`src/rtl/upb_pkg.sv`:
```
package upb_pkg;
  typedef enum logic [1:0] {
    UC_GEN = 2'b00,
    UC_MUL = 2'b01,
    UC_CNT = 2'b10,
    UC_ALT = 2'b11
  } uop_cls_e;
endpackage

```
`src/rtl/upb_lane_picker.sv`:
```
module upb_lane_picker
  import upb_pkg::*;
#(
  parameter  int LANES = 3,
  localparam int SEL_W = $clog2(LANES),
  localparam int CNT_W = $clog2(LANES + 1)
) (
  input  logic [LANES-1:0]            cand_vld,
  input  logic [LANES-1:0][1:0]       cand_cls,
  input  logic [LANES-1:0]            sched_full,
  output logic [LANES-1:0]            lane_vld,
  output logic [LANES-1:0][SEL_W-1:0] lane_sel,
  output logic [CNT_W-1:0]            take_cnt
);
  localparam int MUL_LANE = 0;
  localparam int CNT_LANE = LANES - 1;

  logic [LANES-1:0] used;
  logic             grp_open;
  int               pick;

  // Oldest-first placement; first unplaceable micro-op closes the group.
  always_comb begin
    used     = '0;
    lane_sel = '0;
    take_cnt = '0;
    grp_open = 1'b1;
    pick     = -1;
    for (int i = 0; i < LANES; i++) begin
      pick = -1;
      if (grp_open && cand_vld[i]) begin
        if (cand_cls[i] == UC_MUL) begin
          if (!used[MUL_LANE]) pick = MUL_LANE;
        end else if (cand_cls[i] == UC_CNT) begin
          if (!used[CNT_LANE]) pick = CNT_LANE;
        end else begin
          for (int l = 0; l < LANES; l++)
            if (pick < 0 && !used[l] && !sched_full[l]) pick = l;
          for (int l = 0; l < LANES; l++)
            if (pick < 0 && !used[l]) pick = l;
        end
        if (pick >= 0) begin
          used[pick]     = 1'b1;
          lane_sel[pick] = SEL_W'(i);
          take_cnt       = take_cnt + CNT_W'(1);
        end else begin
          grp_open = 1'b0;
        end
      end else begin
        grp_open = 1'b0;
      end
    end
    lane_vld = used;
  end
endmodule

```
`src/rtl/upb_store.sv`:
```
module upb_store #(
  parameter  int DEPTH = 6,
  parameter  int LANES = 3,
  parameter  int EW    = 10,
  localparam int PTR_W = $clog2(DEPTH),
  localparam int CNT_W = $clog2(DEPTH + 1),
  localparam int TK_W  = $clog2(LANES + 1)
) (
  input  logic                     clk,
  input  logic                     rst_n,
  input  logic                     flush,
  input  logic [LANES-1:0]         push_vld,
  input  logic [LANES-1:0][EW-1:0] push_ent,
  input  logic [TK_W-1:0]          pop_cnt,
  output logic [LANES-1:0]         head_vld,
  output logic [LANES-1:0][EW-1:0] head_ent,
  output logic                     room_ok
);
  logic [PTR_W-1:0] rd_q, rd_d, wr_q, wr_d;
  logic [CNT_W-1:0] occ_q, occ_d;
  logic [EW-1:0]    mem_q [DEPTH];
  logic [DEPTH-1:0] wr_en;
  logic [EW-1:0]    wr_dat [DEPTH];
  logic             accept;
  int               pos;

  function automatic logic [PTR_W-1:0] wrap_add(logic [PTR_W-1:0] base, int off);
    int s;
    s = int'(base) + off;
    if (s >= DEPTH) s = s - DEPTH;
    return PTR_W'(s);
  endfunction

  assign room_ok = (int'(occ_q) <= DEPTH - LANES);
  assign accept  = room_ok && !flush;

  always_comb begin
    wr_en = '0;
    pos   = 0;
    for (int e = 0; e < DEPTH; e++) wr_dat[e] = '0;
    for (int i = 0; i < LANES; i++) begin
      if (accept && push_vld[i]) begin
        wr_en[wrap_add(wr_q, pos)]  = 1'b1;
        wr_dat[wrap_add(wr_q, pos)] = push_ent[i];
        pos = pos + 1;
      end
    end
    if (flush) begin
      rd_d  = '0;
      wr_d  = '0;
      occ_d = '0;
    end else begin
      rd_d  = wrap_add(rd_q, int'(pop_cnt));
      wr_d  = wrap_add(wr_q, pos);
      occ_d = occ_q + CNT_W'(pos) - CNT_W'(pop_cnt);
    end
  end

  always_ff @(posedge clk or negedge rst_n) begin
    if (!rst_n) begin
      rd_q  <= '0;
      wr_q  <= '0;
      occ_q <= '0;
    end else begin
      rd_q  <= rd_d;
      wr_q  <= wr_d;
      occ_q <= occ_d;
    end
  end

  always_ff @(posedge clk) begin
    for (int e = 0; e < DEPTH; e++)
      if (wr_en[e]) mem_q[e] <= wr_dat[e];
  end

  always_comb begin
    for (int i = 0; i < LANES; i++) begin
      head_vld[i] = int'(occ_q) > i;
      head_ent[i] = mem_q[wrap_add(rd_q, i)];
    end
  end

  AST_NO_OVERFLOW: assert property (@(posedge clk) disable iff (!rst_n)
    occ_q <= CNT_W'(DEPTH)) else $error("occupancy above depth");
  AST_POP_BOUNDED: assert property (@(posedge clk) disable iff (!rst_n)
    int'(pop_cnt) <= int'(occ_q)) else $error("pop beyond occupancy");
  AST_HEAD_HELD: assert property (@(posedge clk) disable iff (!rst_n)
    (head_vld[0] && pop_cnt == '0 && !flush) |=> (head_ent[0] == $past(head_ent[0])))
    else $error("oldest entry changed while held");
endmodule

```
`src/rtl/uop_pack_buffer.sv`:
```
module uop_pack_buffer
  import upb_pkg::*;
#(
  parameter  int DEPTH = 6,
  parameter  int LANES = 3,
  parameter  int W     = 8,
  localparam int EW    = W + 2,
  localparam int SEL_W = $clog2(LANES),
  localparam int TK_W  = $clog2(LANES + 1)
) (
  input  logic               clk,
  input  logic               rst_n,
  input  logic               flush,
  input  logic [LANES-1:0]   in_valid,
  input  logic [2*LANES-1:0] in_class,
  input  logic [W*LANES-1:0] in_data,
  output logic               in_ready,
  input  logic [LANES-1:0]   sched_full,
  input  logic               rob_ready,
  output logic               grp_valid,
  output logic [LANES-1:0]   lane_valid,
  output logic [2*LANES-1:0] lane_class,
  output logic [W*LANES-1:0] lane_data
);
  logic [LANES-1:0][EW-1:0]    push_ent, head_ent;
  logic [LANES-1:0]            head_vld, pick_vld, cand_vld;
  logic [LANES-1:0][1:0]       cand_cls;
  logic [LANES-1:0][SEL_W-1:0] pick_sel;
  logic [TK_W-1:0]             take_cnt, pop_cnt;

  generate
    for (genvar s = 0; s < LANES; s++) begin : g_slot
      assign push_ent[s] = {in_class[2*s +: 2], in_data[W*s +: W]};
      assign cand_cls[s] = head_ent[s][EW-1 -: 2];
    end
  endgenerate

  assign cand_vld = flush ? '0 : head_vld;

  upb_store #(.DEPTH(DEPTH), .LANES(LANES), .EW(EW)) store_i (
    .clk      (clk),
    .rst_n    (rst_n),
    .flush    (flush),
    .push_vld (in_valid),
    .push_ent (push_ent),
    .pop_cnt  (pop_cnt),
    .head_vld (head_vld),
    .head_ent (head_ent),
    .room_ok  (in_ready)
  );

  upb_lane_picker #(.LANES(LANES)) picker_i (
    .cand_vld   (cand_vld),
    .cand_cls   (cand_cls),
    .sched_full (sched_full),
    .lane_vld   (pick_vld),
    .lane_sel   (pick_sel),
    .take_cnt   (take_cnt)
  );

  assign grp_valid  = head_vld[0] && !flush;
  assign lane_valid = pick_vld;
  assign pop_cnt    = (grp_valid && rob_ready) ? take_cnt : '0;

  generate
    for (genvar l = 0; l < LANES; l++) begin : g_lane
      assign lane_class[2*l +: 2] = pick_vld[l] ? head_ent[pick_sel[l]][EW-1 -: 2] : 2'b00;
      assign lane_data[W*l +: W]  = pick_vld[l] ? head_ent[pick_sel[l]][W-1:0] : '0;
      if (l != 0) begin : g_not_mul
        AST_MUL_LANE0: assert property (@(posedge clk) disable iff (!rst_n)
          lane_valid[l] |-> (lane_class[2*l +: 2] != UC_MUL)) else $error("multiply off lane 0");
      end
      if (l != LANES - 1) begin : g_not_cnt
        AST_CNT_LANE2: assert property (@(posedge clk) disable iff (!rst_n)
          lane_valid[l] |-> (lane_class[2*l +: 2] != UC_CNT)) else $error("count op off last lane");
      end
    end
  endgenerate

  AST_GROUP_NONEMPTY: assert property (@(posedge clk) disable iff (!rst_n)
    grp_valid |-> (lane_valid != '0)) else $error("empty group presented");
  AST_FLUSH_EMPTY: assert property (@(posedge clk) disable iff (!rst_n)
    flush |=> !grp_valid) else $error("buffer not empty after flush");
endmodule

```
`config.mk`:
```
export PLATFORM = sky130hd
export DESIGN_NAME = uop_pack_buffer
export DESIGN_NICKNAME = d
export VERILOG_FILES = /design/src/rtl/upb_pkg.sv /design/src/rtl/upb_lane_picker.sv /design/src/rtl/upb_store.sv /design/src/rtl/uop_pack_buffer.sv
export SDC_FILE = /design/constraint.sdc
export NUM_CORES = 1
export LEC_CHECK = 0
export BUFFER_PORTS_ARGS = -buffer_cell sky130_fd_sc_hd__buf_4
export CORE_UTILIZATION = 55
export DETAILED_ROUTE_END_ITERATION = 16
export PLACE_DENSITY = 0.77
export RECOVER_POWER = 100
export SYNTH_ARGS = -nofsm -noshare
export SYNTH_HDL_FRONTEND = slang
export SYNTH_SLANG_ARGS = --single-unit
```
`constraint.sdc`:
```
create_clock -name clk -period 12.4 [get_ports clk]
set_input_delay 1.86 -clock clk [delete_from_list [all_inputs] [get_ports clk]]
set_output_delay 1.86 -clock clk [all_outputs]
set_load 0.1 [all_outputs]
```
Yosys cells after proc, flatten, opt, wreduce, memory -nomap -nowiden
Memories as Yosys holds them, arrays and structs flattened.
Index checks and enable logic that the tools add are counted.
W data, S select, Z words.

storage, ports and cells
  register bits after elaboration = 9
  bits in writable memories = 60
  input bits = 40
  output and inout port bits = 35
  word-level logic and storage cells = 318
  memories kept = 1

operators by class
  add/sub/neg operators = 20
  order comparisons = 51
  equal/unequal tests = 6
  mux-type cells = 178
  bitwise gates (word level) = 11
  reduce and logical (&&, ||, !) cells = 48

memories
  memory         depth  width  rd ports  clocked after memory_dff  wr ports  RTL line         source
  store_i.mem_q  6      10     3         0                         3         upb_store.sv:21  logic [EW-1:0] mem_q [DEPTH];

operator list
  cell                     number
  $mux W32                 78
  $lt A32 B1 Y1 const B    15
  $ge A32 B1 Y1 const B    6
  $mux W60                 3
  $bwmux W60               2
  $lt A32 B4 Y1 const B    3
  $demux W10 S3            3
  $mux W10                 9
  $mux W3                  24
  $add A4 B32 Y32          2
  $ge A32 B4 Y1 const B    2
  $and A60 B60 Y60         1
  $bmux W10 S2             3
  $mux W6                  6
  $logic_and A1 B1 Y1      35
  $add A32 B2 Y32 const B  1
  $reduce_or A10 Y1        3
  $mux W1                  28
  $mux W8                  3
  $mux W2                  10
  $sub A3 B2 Y3 const B    6
  $ge A4 B3 Y1 const B     4
  $ge A4 B4 Y1 const B     3
  $lt A3 B4 Y1 const B     3
  other kinds (28)         61

Longest topological paths before layout
Gate-level depths: netlist (run 1).
An unclocked memory read counts as a cell.

  word-level depth = 134
  mapped depth = 26
  mapped depth without buffers = 23

Modules after synthesis
Synthesis (run 1) repeated with hierarchy kept, for this count alone.

unflattened totals
  cells, all modules = 810
  area, all modules = 7742.4 um2

by module, submodules not included
  module           instances  cells an instance  area an instance (um2)  seq. area each (um2)
  upb_store        1          593                6239.7                  2026.9
  uop_pack_buffer  1          125                863.3                   0.0
  upb_lane_picker  1          92                 639.4                   0.0

Least setup slack after synthesis (run 1)
No wires, ideal clock.

  path kind = input-to-output
  from = in flush
  to = out lane_valid[1]
  arrival = 5770 ps
  data required time = 10540 ps
  path slack = 4770 ps
  stages on the path = 11
  path buffers = 1
  path through = or2_2 > inv_2 > nand2_1 > or3_1 > o22a_2 > nand2_2 > nor4b_1 > or3_4 > or2_4 > buf_6 > o211ai_1

on the way
  cells in the longest elaborated chain, start to end = 92
  elaborated cells between the ends (all ways) = 109
  classes of those cells = order compare: 16; mux: 65; bitwise: 2; reduce/logical: 26

ends and longest elaborated chain
  what                                                   RTL line                                      source
  start: declaration                                     uop_pack_buffer.sv:13                         input logic flush,
  $mux W3 *                                              uop_pack_buffer.sv:38                         assign cand_vld = flush ? '0 : head_vld;
  $mux W3                                                upb_lane_picker.sv:31                         if (grp_open && cand_vld[i]) begin
  $logic_not A1 Y1                                       n/a
  $logic_and A1 B1 Y1                                    upb_lane_picker.sv:38                         if (pick < 0 && !used[l] && !sched_full[l]) pick = l;
  $mux W32                                               upb_lane_picker.sv:38
  $mux W32                                               upb_lane_picker.sv:34                         end else if (cand_cls[i] == UC_CNT) begin
  $mux W32                                               upb_lane_picker.sv:32                         if (cand_cls[i] == UC_MUL) begin
  $mux W32                                               upb_lane_picker.sv:31
  [... 76 more ...]                                      n/a
  $mux W32                                               upb_lane_picker.sv:31
  $ge A32 B1 Y1 / $lt A32 B4 Y1 (equally long branches)  upb_lane_picker.sv:42, upb_lane_picker.sv:43
  $logic_and A1 B1 Y1 (not written as such)              upb_lane_picker.sv:43                         used[pick] = 1'b1;
  $mux W1 (not written as such)                          upb_lane_picker.sv:43
  $demux W1 S2                                           n/a
  $or A3 B3 Y3 (no source line)                          n/a
  $mux W3                                                upb_lane_picker.sv:42                         if (pick >= 0) begin
  $mux W3 *                                              upb_lane_picker.sv:31
  end: declaration                                       uop_pack_buffer.sv:21                         output logic [LANES-1:0] lane_valid,

Mark *: on every way between the ends. The rest lies on a longest branch, timed or not. The select of a mux whose other input is x is not followed.

Worst setup path after layout (run 1)
  from = reg store_i.rd_q[0]
  to = out lane_valid[2]

on the way
  cells in the longest elaborated chain, start to end = 103
  elaborated cells between the ends (all ways) = 137
  classes of those cells = add/sub: 5; order compare: 22; eq/ne: 6; mux: 74; bitwise: 2; reduce/logical: 27; memory: 1

ends and longest elaborated chain
  what                                                   RTL line                                      source
  start: declaration                                     upb_store.sv:19                               logic [PTR_W-1:0] rd_q, rd_d, wr_q, wr_d;
  start signal: assignment                               upb_store.sv:65                               rd_q <= rd_d;
  $sub A3 B3 Y3 / $ge A3 B3 Y1 (equally long branches)   upb_store.sv:30                               if (s >= DEPTH) s = s - DEPTH;
  $mux W3                                                upb_store.sv:30
  $mem_v2 Z6 W10 *                                       n/a
  $eq A2 B2 Y1                                           upb_lane_picker.sv:34
  $mux W32                                               upb_lane_picker.sv:34
  $mux W32                                               upb_lane_picker.sv:32
  $mux W32                                               upb_lane_picker.sv:31
  $ge A32 B1 Y1 / $lt A32 B4 Y1 (equally long branches)  upb_lane_picker.sv:42, upb_lane_picker.sv:43
  [... 87 more ...]                                      n/a
  $mux W32                                               upb_lane_picker.sv:31
  $ge A32 B1 Y1 / $lt A32 B4 Y1 (equally long branches)  upb_lane_picker.sv:42, upb_lane_picker.sv:43
  $logic_and A1 B1 Y1 (not written as such)              upb_lane_picker.sv:43
  $mux W1 (not written as such)                          upb_lane_picker.sv:43
  $demux W1 S2                                           n/a
  $or A3 B3 Y3 (no source line)                          n/a
  $mux W3                                                upb_lane_picker.sv:42
  $mux W3 *                                              upb_lane_picker.sv:31

Marked as above.

==> results of run 1 <==
cells by family after synthesis:
logic type                 after synthesis
adders and majority gates               28
and+or+nand+nor                        313
buffers and inverters                   74
xor gates and xnor gates                18
muxes                                   82
DFF                                     69
AOI/OAI and AO/OA                      220
path summary, 6_finish.rpt:
| check | from | end | slack (ns) | depth (start not counted) |
|---|---|---|---|---|
| min in group asynchronous | rst_n | store_i.wr_q[2] | 1.50 | 1 |
| worst min register to register | store_i.rd_q[2] | store_i.rd_q[2] | 0.72 | 2 |
| worst max register to register | store_i.rd_q[0] | store_i.occ_q[2] | 4.65 | 23 |
| worst min-delay path | store_i.rd_q[2] | store_i.rd_q[2] | 0.72 | 2 |
| max in group asynchronous | rst_n | store_i.rd_q[0] | 10.50 | 1 |
| worst max-delay path | store_i.rd_q[0] | lane_valid[2] | 3.17 | 15 |
power by group:
group          leakage, nW  switching [W]  total (W)  internal, W
Combinational         2.32       0.000782    0.00111     0.000331
Clock                0.140      0.0000968   0.000253     0.000156
Sequential           0.698      0.0000594   0.000384     0.000325
Total                 3.16       0.000938    0.00175     0.000812
critical path: stages (launching register included):
cell      delay, ns
dfrtp_2        0.33
buf_4          0.61
inv_1          0.54
ha_1           0.52
nand3_1        0.09
mux2i_1        1.25
nor2_1         0.12
a221oi_1       0.67
o21ai_0        0.40
a21oi_1        0.48
nor2_1         0.12
a31oi_1        0.16
clkbuf_1       0.42
nand2_1        0.39
a211o_1        0.39
clkbuf_1       0.51
state kept, by name, indices dropped and copies added (netlist names):
signal / flops
store_i.occ_q: 3
store_i.mem_q: 60
store_i.wr_q: 3
store_i.rd_q: 3
area by class of cell:
cell class	instances	area [sq um]	share of cell area
Sequential cell	69	2030	0.265
Tap cell	168	210	0.0274
Clock buffer	9	225	0.0294
Clock inverter	7	75.1	0.00980
Inverter	21	78.8	0.0103
Multi-Input combinational cell	661	4580	0.598
Timing Repair Buffer	79	465	0.0608
cells in the final DEF, fill, tap and decap left out, drive strengths merged, types with 3 or more instances in the layout:
master / netlist / routed
ha: 23 / 23
inv: 21 / 22
and2: 5 / 5
xnor2: 10 / 10
a31oi: 31 / 31
nand2b: 12 / 12
mux4: 26 / 26
or2: 6 / 6
nor2: 95 / 95
a211oi: 3 / 3
a41o: 10 / 10
o21ai: 45 / 45
edfxtp: 60 / 60
buf: 12 / 45
o22ai: 27 / 27
o31ai: 3 / 3
nand2: 99 / 99
nor2b: 9 / 9
mux2i: 41 / 41
clkbuf: 41 / 43
dfrtp: 9 / 9
or3: 6 / 6
nand3: 41 / 41
a21o: 22 / 22
nor3: 5 / 5
a21oi: 56 / 56
mux2: 15 / 15
xor2: 8 / 8
fa: 5 / 5
and3: 27 / 27
clkinv: 0 / 3
o211ai: 4 / 4
per-stage QoR:
step | hold WS (ns) | total power, W | setup slack, ns | utilization | instances
after global routing | 0.749 | 0.00183 | 2.55 | 0.630 | 1014
after CTS | 0.713 | 0.00177 | 4.54 | 0.641 | 1014
after detailed placement | 0.706 | 0.00151 | 4.91 | 0.617 | 998
final | 0.720 | 0.00175 | 3.17 | 0.630 | 1014
after floorplan | 0.642 | 0.00126 | 4.77 | - | 804
after global placement | 0.674 | 0.00147 | 5.22 | 0.617 | 998
per-layer routing:
metal / track usage / up-vias / wire, um
met2: 0.530 / 432 / 9630
li1: - / 3073 / -
met1: 0.436 / 3164 / 8630
met5: 0 / - / 0
met3: 0.0487 / 46 / 1990
met4: 0.0935 / 0 / 413
==> flow_summary.json, run 1 <==
{
  "yosysUniqueCellTypes": 65,
  "postCtsHoldBufs": 0,
  "io_buffers": 74,
  "syn_inst": 804,
  "drv_slew": 24,
  "synth_top_area_share": 0.260,
  "yosysSeqAreaShare": 0.293,
  "synth-async-reset-ratio": 0.130,
  "max_slew_margin": -0.0881,
  "cts_buffers": 9,
  "ys_warn_count": 0,
  "ys_top_cells_by_area": "edfxtp_1, mux4_2, mux2i_1",
  "synth-seq-cells": 69,
  "fill_cells": 1053,
  "hp-class": "reg2reg",
  "synthAdderAreaFrac": 0.0560,
  "drtIter0Drc": 785,
  "synth_compound_area_frac": 0.204,
  "crit_arrival_ns": 7.37,
  "antennaDiodeCount": 0,
  "hold_viol_final": 0,
  "num_vias": 6715,
  "cts_resized": 0,
  "fin_crit_sh": 0.745,
  "ctsHtreeMaxLevel": 3,
  "critPathLaunchType": "flop",
  "cts_root_buf": "clkbuf_16",
  "postCtsSetupBuffers": 0,
  "synth_top_area_cell": "edfxtp_1",
  "drt-pass1-iter-count": 6,
  "yosys.area_share.xor_xnor": 0.0239,
  "start_util": 0.569,
  "dp_hpwl_um": 15800,
  "wire_per_inst_um": 20.4,
  "finalCriticalPeriod_ns": 9.23,
  "synth-edff-count": 60,
  "critPathCaptureType": "output pin",
  "cts.sinks": 69,
  "overflow": 0,
  "clockBufferDepth": 2,
  "core-area_sq_mm": 0.0122,
  "violations": "max-capacitance violations, max-slew violations",
  "syn-mean-instance-area_sq_um": 8.61,
  "grtUsageTotal": 0.320,
  "grt_pass1_wl_um": 32900,
  "die_x_um": 114,
  "grt_pass1_vias": 6211,
  "worstMarginPinSlew_ns": 1.59,
  "ys.flop_type": "edfxtp_1",
  "rows": 40,
  "required_ns": 10.54,
  "die_height_um": 114,
  "via_per_inst": 6.62,
  "setup_viol": 0,
  "synth.cell_area_sq_mm": 0.00692,
  "power.density_mw_per_mm2": 228,
  "io_pins": 75,
  "max_cap_violations": 1,
  "crit_type": "reg2out",
  "dieArea_sq_mm": 0.0130,
  "p_leak_nw": 3.16,
  "max_freq_mhz": 108,
  "yosys.area_share.simple": 0.210,
  "antenna_found_initial": 0,
  "gp_congestion": 0.938,
  "synth_nets": 872,
  "drc": 0,
  "finClkSkew_ns": 0.00542,
  "rsz0062_at_grt": "false",
  "synth_top_family_by_area": "simple AND/OR/NAND/NOR gates",
  "crit_fanout": 57,
  "drive_above_1_share": 0.138,
  "tritoncts": "yes",
  "clkLatencyLatePin_ns": 0.33,
  "area_growth_pct": 10.7,
  "outcome": "finished, violations left",
  "synthMuxAreaShare": 0.169,
  "grt_max_degree": 58,
  "synth_most_common_cell": "nand2_1",
  "postPlaceCellArea_sq_mm": 0.00750,
  "drt-total-wl_um": 20700,
  "yosys-top-cells-count": "nand2_1, nor2_1, edfxtp_1",
  "nets": 909,
  "fin_tns_setup_ns": 0,
  "clkTransAtPathRegs_ns": 0.05,
  "postRouteAntennaNets": 0,
  "irDropWorstVdd_mv": 0.0840,
  "final_cell_area_sq_mm": 0.00766
}
Note: power is estimated with default switching activity, not from simulation.
==> run 2, diff against run 1 <==
- clock period: 12.4 -> 9.65 ns (I/O delays scaled with it)
==> run 2 against run 1 <==
The run still ends with max-capacitance violations, max-slew violations left. Power increased by 28%. Non-clock buffer count unchanged. Sequential power increased by 27%. Worst setup slack got worse by 1.5 ns. Clock power increased by 17%.
==> flow_summary.json, run 2 (synthesized netlist as in run 1, its figures left out) <==
{
  "outcome": "finished, violations left",
  "violations": "max-capacitance violations, max-slew violations",
  "cts_root_buf": "clkbuf_16",
  "core-area_sq_mm": 0.0122,
  "fin_ws_ns": 1.70,
  "overflow": 0,
  "max_freq_mhz": 126,
  "rows": 40,
  "dp_hpwl_um": 15200,
  "seqPwrFrac": 0.218,
  "combPwrFrac": 0.649,
  "timing.rr.start": "store_i.rd_q[0]",
  "setup_viol": 0,
  "grt_pass1_wl_um": 32000,
  "rsz0062_at_grt": "false",
  "switching_share": 0.529,
  "regArea_sq_mm": 0.00203,
  "cts_buffers": 9,
  "drive_above_1_share": 0.170,
  "worstMarginPinSlew_ns": 1.60,
  "gp_congestion": 0.934,
  "multi_input_area_sq_mm": 0.00457,
  "ctsHtreeMaxLevel": 3,
  "area_growth_pct": 11.6,
  "postCtsHoldBufs": 0,
  "clockPowerShare": 0.133,
  "crit_arrival_ns": 6.51,
  "dieArea_sq_mm": 0.0130,
  "io_pins": 75,
  "p_leak_nw": 3.26,
  "power.density_mw_per_mm2": 289,
  "postRouteAntennaNets": 0,
  "reg2reg_depth": 22,
  "crit_path_end": "lane_valid[1]",
  "clkLatencyLatePin_ns": 0.33,
  "largest_register_ff_count": 60,
  "grt_pass1_vias": 6098,
  "grtUsageTotal": 0.314,
  "p_switching_w": 0.00118,
  "drc": 0,
  "fin_crit_sh": 0.824,
  "die_x_um": 114,
  "start_util": 0.569,
  "drt-total-wl_um": 19700,
  "clockBufferDepth": 2,
  "nets": 909,
  "finalCriticalPeriod_ns": 7.95,
  "drtIter0Drc": 697,
  "max_cap_violations": 1,
  "fill_cells": 1033,
  "hold_viol_final": 0,
  "via_per_inst": 6.44,
  "clkTransAtPathRegs_ns": 0.05,
  "irDropWorstVdd_mv": 0.137,
  "final_cell_area_sq_mm": 0.00773,
  "antenna_found_initial": 0,
  "drt-pass1-iter-count": 6,
  "cp-startpoint": "store_i.rd_q[0]",
  "hp-class": "reg2reg",
  "cts_resized": 0,
  "wire_per_inst_um": 19.5,
  "finClkSkew_ns": 0.00698,
  "layout_commonest_cell": "nand2_1",
  "critPathLaunchType": "flop",
  "final_cell_mix": "nand2_1, nor2_1, buf_4",
  "place_ws_ns": 3.06,
  "cts.sinks": 69,
  "crit_fanout": 56,
  "fin_tns_setup_ns": 0,
  "r2r_setup_slack_ns": 2.54,
  "grt_max_degree": 57,
  "tritoncts": "yes",
  "critPathCaptureType": "output pin",
  "drv_slew": 24,
  "p_int_w": 0.00105,
  "postPlaceCellArea_sq_mm": 0.00750,
  "finalPower_w": 0.00223,
  "hold_slack_ns": 0.705,
  "num_vias": 6529,
  "io_buffers": 74,
  "required_ns": 8.20,
  "antennaDiodeCount": 0,
  "regMostFlops": "store_i.mem_q",
  "timing.rr.end": "store_i.occ_q[2]",
  "postCtsSetupBuffers": 0,
  "crit_type": "reg2out",
  "die_height_um": 114,
  "max_slew_margin": -0.0941
}
## run 2: worst min path at each step
stage               startpoint         endpoint  slack, ns  cells past startpoint
6_report       store_i.rd_q[2]  store_i.rd_q[2]       0.71                      2
5_1_grt        store_i.rd_q[2]  store_i.rd_q[2]       0.74                      2
4_1_cts        store_i.rd_q[2]  store_i.rd_q[2]       0.73                      2
3_5_place_dp   store_i.rd_q[2]  store_i.rd_q[2]       0.72                      2
3_3_place_gp   store_i.rd_q[2]  store_i.rd_q[2]       0.70                      2
2_1_floorplan  store_i.rd_q[0]  store_i.rd_q[0]       0.64                      2
## run 2: power groups by stage
stage               logic (W)  registers, W  clock network, W
finish                0.00145      0.000488          0.000297
global route          0.00154      0.000496          0.000313
CTS                   0.00144      0.000486          0.000302
detailed placement    0.00144      0.000490                 0
global placement      0.00141      0.000479                 0
floorplan             0.00117      0.000457                 0
## run 2: metrics by stage
stage | instances | util
2_1_floorplan | 804 | -
3_3_place_gp | 998 | 0.617
3_5_place_dp | 998 | 0.617
4_1_cts | 1014 | 0.640
5_1_grt | 1014 | 0.635
6_report | 1014 | 0.635
## run 2: layer usage
metal  up-vias  routed length (um)  global-route usage
li1       3076                   -                   -
met4         0                 332              0.0900
met1      3055                8620               0.436
met2       368                9130               0.519
met3        30                1670              0.0365
met5         -                   0                   0
## run 2: layout make-up
cell class / count / area share
well taps: 168 / 0.0272
flip-flops and latches: 69 / 0.262
clock buffers: 9 / 0.0291
repair buffers: 79 / 0.0724
clock inverters: 7 / 0.00680
multi-input cells: 661 / 0.592
inverters: 21 / 0.0102
## run 2: critical path, cell delays in order, from the launching register on
cell and delay (ns):
dfrtp_2 0.36, buf_4 0.60, ha_1 0.28, xnor2_1 0.20, mux2i_1 1.31, nor4_1 0.22
a221oi_1 0.62, nand2b_1 0.33, o22a_1 0.20, ha_1 0.17, nor3b_1 0.26, nand3_1 0.40
o211ai_1 0.31, clkbuf_1 0.88
==> run 3, diff against run 2 <==
- ABC_AREA: default -> 1
- clock period: 9.65 -> 8.2 ns (I/O delays scaled with it)
==> run 3 against run 2 <==
The run now ends clean. Sequential cell count is the same. Non-clock buffer count shrank 2. Register-to-register slack lost 0.41 ns. Worst setup slack lost 0.39 ns. Core utilization shrank 0.22 points. Via count grew 8.6%. Final cell count grew 25%. Hold slack gained 0.017 ns. First-iteration DRC count shrank 9.6%. Combinational power grew 26%. Wire length shrank 4.8%. Count of clock-buffer cells in the layout is the same. Largest cell class unchanged.
==> flow_summary.json, run 3 <==
{
  "drc": 0,
  "syn_inst": 1063,
  "worstMarginPinSlew_ns": 1.16,
  "num_vias": 7091,
  "grt_pass1_vias": 6262,
  "tritoncts": "yes",
  "wire_per_inst_um": 14.8,
  "cts.sinks": 69,
  "yosysUniqueCellTypes": 46,
  "grt_pass1_wl_um": 30800,
  "outcome": "finished clean",
  "nets": 1163,
  "via_per_inst": 5.57,
  "drt-total-wl_um": 18800,
  "required_ns": 6.97,
  "antenna_found_initial": 0,
  "die_height_um": 116,
  "ys_warn_count": 0,
  "gp_congestion": 0.925,
  "setup_viol": 0,
  "max_freq_mhz": 145,
  "ys_top_cells_by_area": "edfxtp_1, nand2_1, o21ai_0",
  "ys.flop_type": "edfxtp_1",
  "synth_top_area_share": 0.251,
  "rsz0062_at_grt": "false",
  "max_cap_violations": 0,
  "drt-pass1-iter-count": 6,
  "largest_register_ff_count": 60,
  "io_buffers": 74,
  "max_slew_margin": 0.232,
  "critPathCaptureType": "output pin",
  "finalCriticalPeriod_ns": 6.90,
  "yosysSeqAreaShare": 0.282,
  "clkLatencyLatePin_ns": 0.33,
  "drtIter0Drc": 630,
  "final_cell_mix": "nand2_1, inv_1, o21ai_0",
  "grtUsageTotal": 0.288,
  "area_growth_pct": 11.6,
  "crit_fanout": 21,
  "post-route-util": 0.633,
  "layout.cells.non_filler": 1272,
  "fin_crit_sh": 0.841,
  "synth.cell_area_sq_mm": 0.00719,
  "dieArea_sq_mm": 0.0135,
  "finClkSkew_ns": 0.00420,
  "synth-seq-cells": 69,
  "crit_arrival_ns": 5.67,
  "rows": 41,
  "crit_type": "in2out",
  "postRouteAntennaNets": 0,
  "clockBufferDepth": 2,
  "hold_viol_final": 0,
  "ctsHtreeMaxLevel": 3,
  "drive_above_1_share": 0.149,
  "overflow": 0,
  "dp_hpwl_um": 14700,
  "antennaDiodeCount": 0,
  "fill_cells": 1124,
  "grt_max_degree": 105,
  "postCtsHoldBufs": 0,
  "regMostFlops": "store_i.mem_q",
  "postCtsSetupBuffers": 0,
  "die_x_um": 116,
  "synth_most_common_cell": "nand2_1",
  "dpl.cell_count": 1256,
  "io_pins": 75,
  "synth-edff-count": 60,
  "fin_tns_setup_ns": 0,
  "critPathLaunchType": "primary input",
  "start_util": 0.567,
  "cts_resized": 0,
  "hold_slack_ns": 0.722,
  "clkTransAtPathRegs_ns": 0.06,
  "core-area_sq_mm": 0.0127,
  "synth-async-reset-ratio": 0.130,
  "layout_commonest_cell": "nand2_1",
  "syn-mean-instance-area_sq_um": 6.76,
  "cts_root_buf": "clkbuf_16",
  "p_leak_nw": 3.89,
  "synth_top_area_cell": "edfxtp_1",
  "cts_buffers": 9,
  "power.density_mw_per_mm2": 350,
  "drv_slew": 0,
  "synth_nets": 1131,
  "hp-class": "reg2reg",
  "yosys-top-cells-count": "nand2_1, inv_1, o21ai_0",
  "irDropWorstVdd_mv": 0.134
}
==> run 3: changes by cell type after synthesis, sizes merged, moves of 38 or more <==
| cell | change |
|---|---|
| nand3 | +39 |
| nand2 | +180 |
| o21ai | +103 |
| inv | +147 |
| mux2i | -39 |
| o311ai | +38 |
==> run 3: power breakdown <==
group	total [W]	switching, W	internal (W)	leakage (nW)
Combinational	0.00182	0.00137	0.000452	3.03
Sequential	0.000543	0.0000517	0.000491	0.687
Clock	0.000444	0.000145	0.000298	0.170
Total	0.00281	0.00157	0.00124	3.89
==> run 3: cells by family (layout without fill, tap and decap cells) <==
kind of cell    Yosys count  after routing  share of synthesized area
xor+xnor                  7              7                    0.00853
buf+inv                 225            262                      0.128
mux                       2              2                    0.00278
fa+ha+maj                28             28                     0.0540
compound gates          270            270                      0.235
simple gates            462            462                      0.290
flops                    69             69                      0.282
==> run 3: area by class of cell <==
cell class	count	area, sq um	share of cell area
Clock buffer	9	225	0.0281
Clock inverter	7	121	0.0151
Inverter	169	634	0.0791
Multi-Input combinational cell	769	4230	0.527
Sequential cell	69	2030	0.253
Tap cell	172	215	0.0268
Timing Repair Buffer	77	567	0.0706
==> run 3: through the flow <==
| stage | setup slack [ns] | power [W] | cell area (sq um) |
|---|---|---|---|
| global route | 0.819 | 0.00301 | 8020 |
| detailed placement | 2.30 | 0.00236 | 7710 |
| CTS | 2.06 | 0.00281 | 8060 |
| global placement | 2.46 | 0.00233 | 7710 |
| finish | 1.30 | 0.00281 | 8020 |
| floorplan | 0.529 | 0.00201 | 7190 |
==> run 3: final timing paths <==
kind                       slack (ns)          endpoint  cells past startpoint             from
setup / recovery                 1.30     lane_class[3]                     18            flush
hold / removal                   0.72   store_i.rd_q[0]                      3  store_i.rd_q[0]
setup reg to reg                 2.13  store_i.occ_q[2]                     27  store_i.rd_q[1]
hold reg to reg                  0.72   store_i.rd_q[0]                      3  store_i.rd_q[0]
max in group asynchronous        6.96   store_i.rd_q[0]                      1            rst_n
min in group asynchronous        0.85  store_i.occ_q[2]                      1            rst_n
==> run 3: per-layer routing <==
| layer | track usage | part of all wire | vias up |
|---|---|---|---|
| met4 | 0.0821 | 0.015 | 0 |
| met3 | 0.0296 | 0.077 | 27 |
| met2 | 0.470 | 0.45 | 323 |
| li1 | - | - | 3634 |
| met1 | 0.405 | 0.46 | 3107 |
| met5 | 0 | 0 | - |
==> run 3: worst max-delay path: stages <==
cell	delay (ns)
clkbuf_1	0.17
inv_1	0.20
o21ai_0	0.19
o21ai_0	0.33
nand4_1	0.44
nand2_1	0.24
nand3_1	0.15
nand2_2	0.12
nand2_1	0.06
nor2_1	0.62
nor2_1	0.45
nand2_2	0.21
nand3b_1	0.14
nand3_2	0.12
a21oi_4	0.46
nand3_1	0.17
nand2_1	0.09
buf_4	0.28
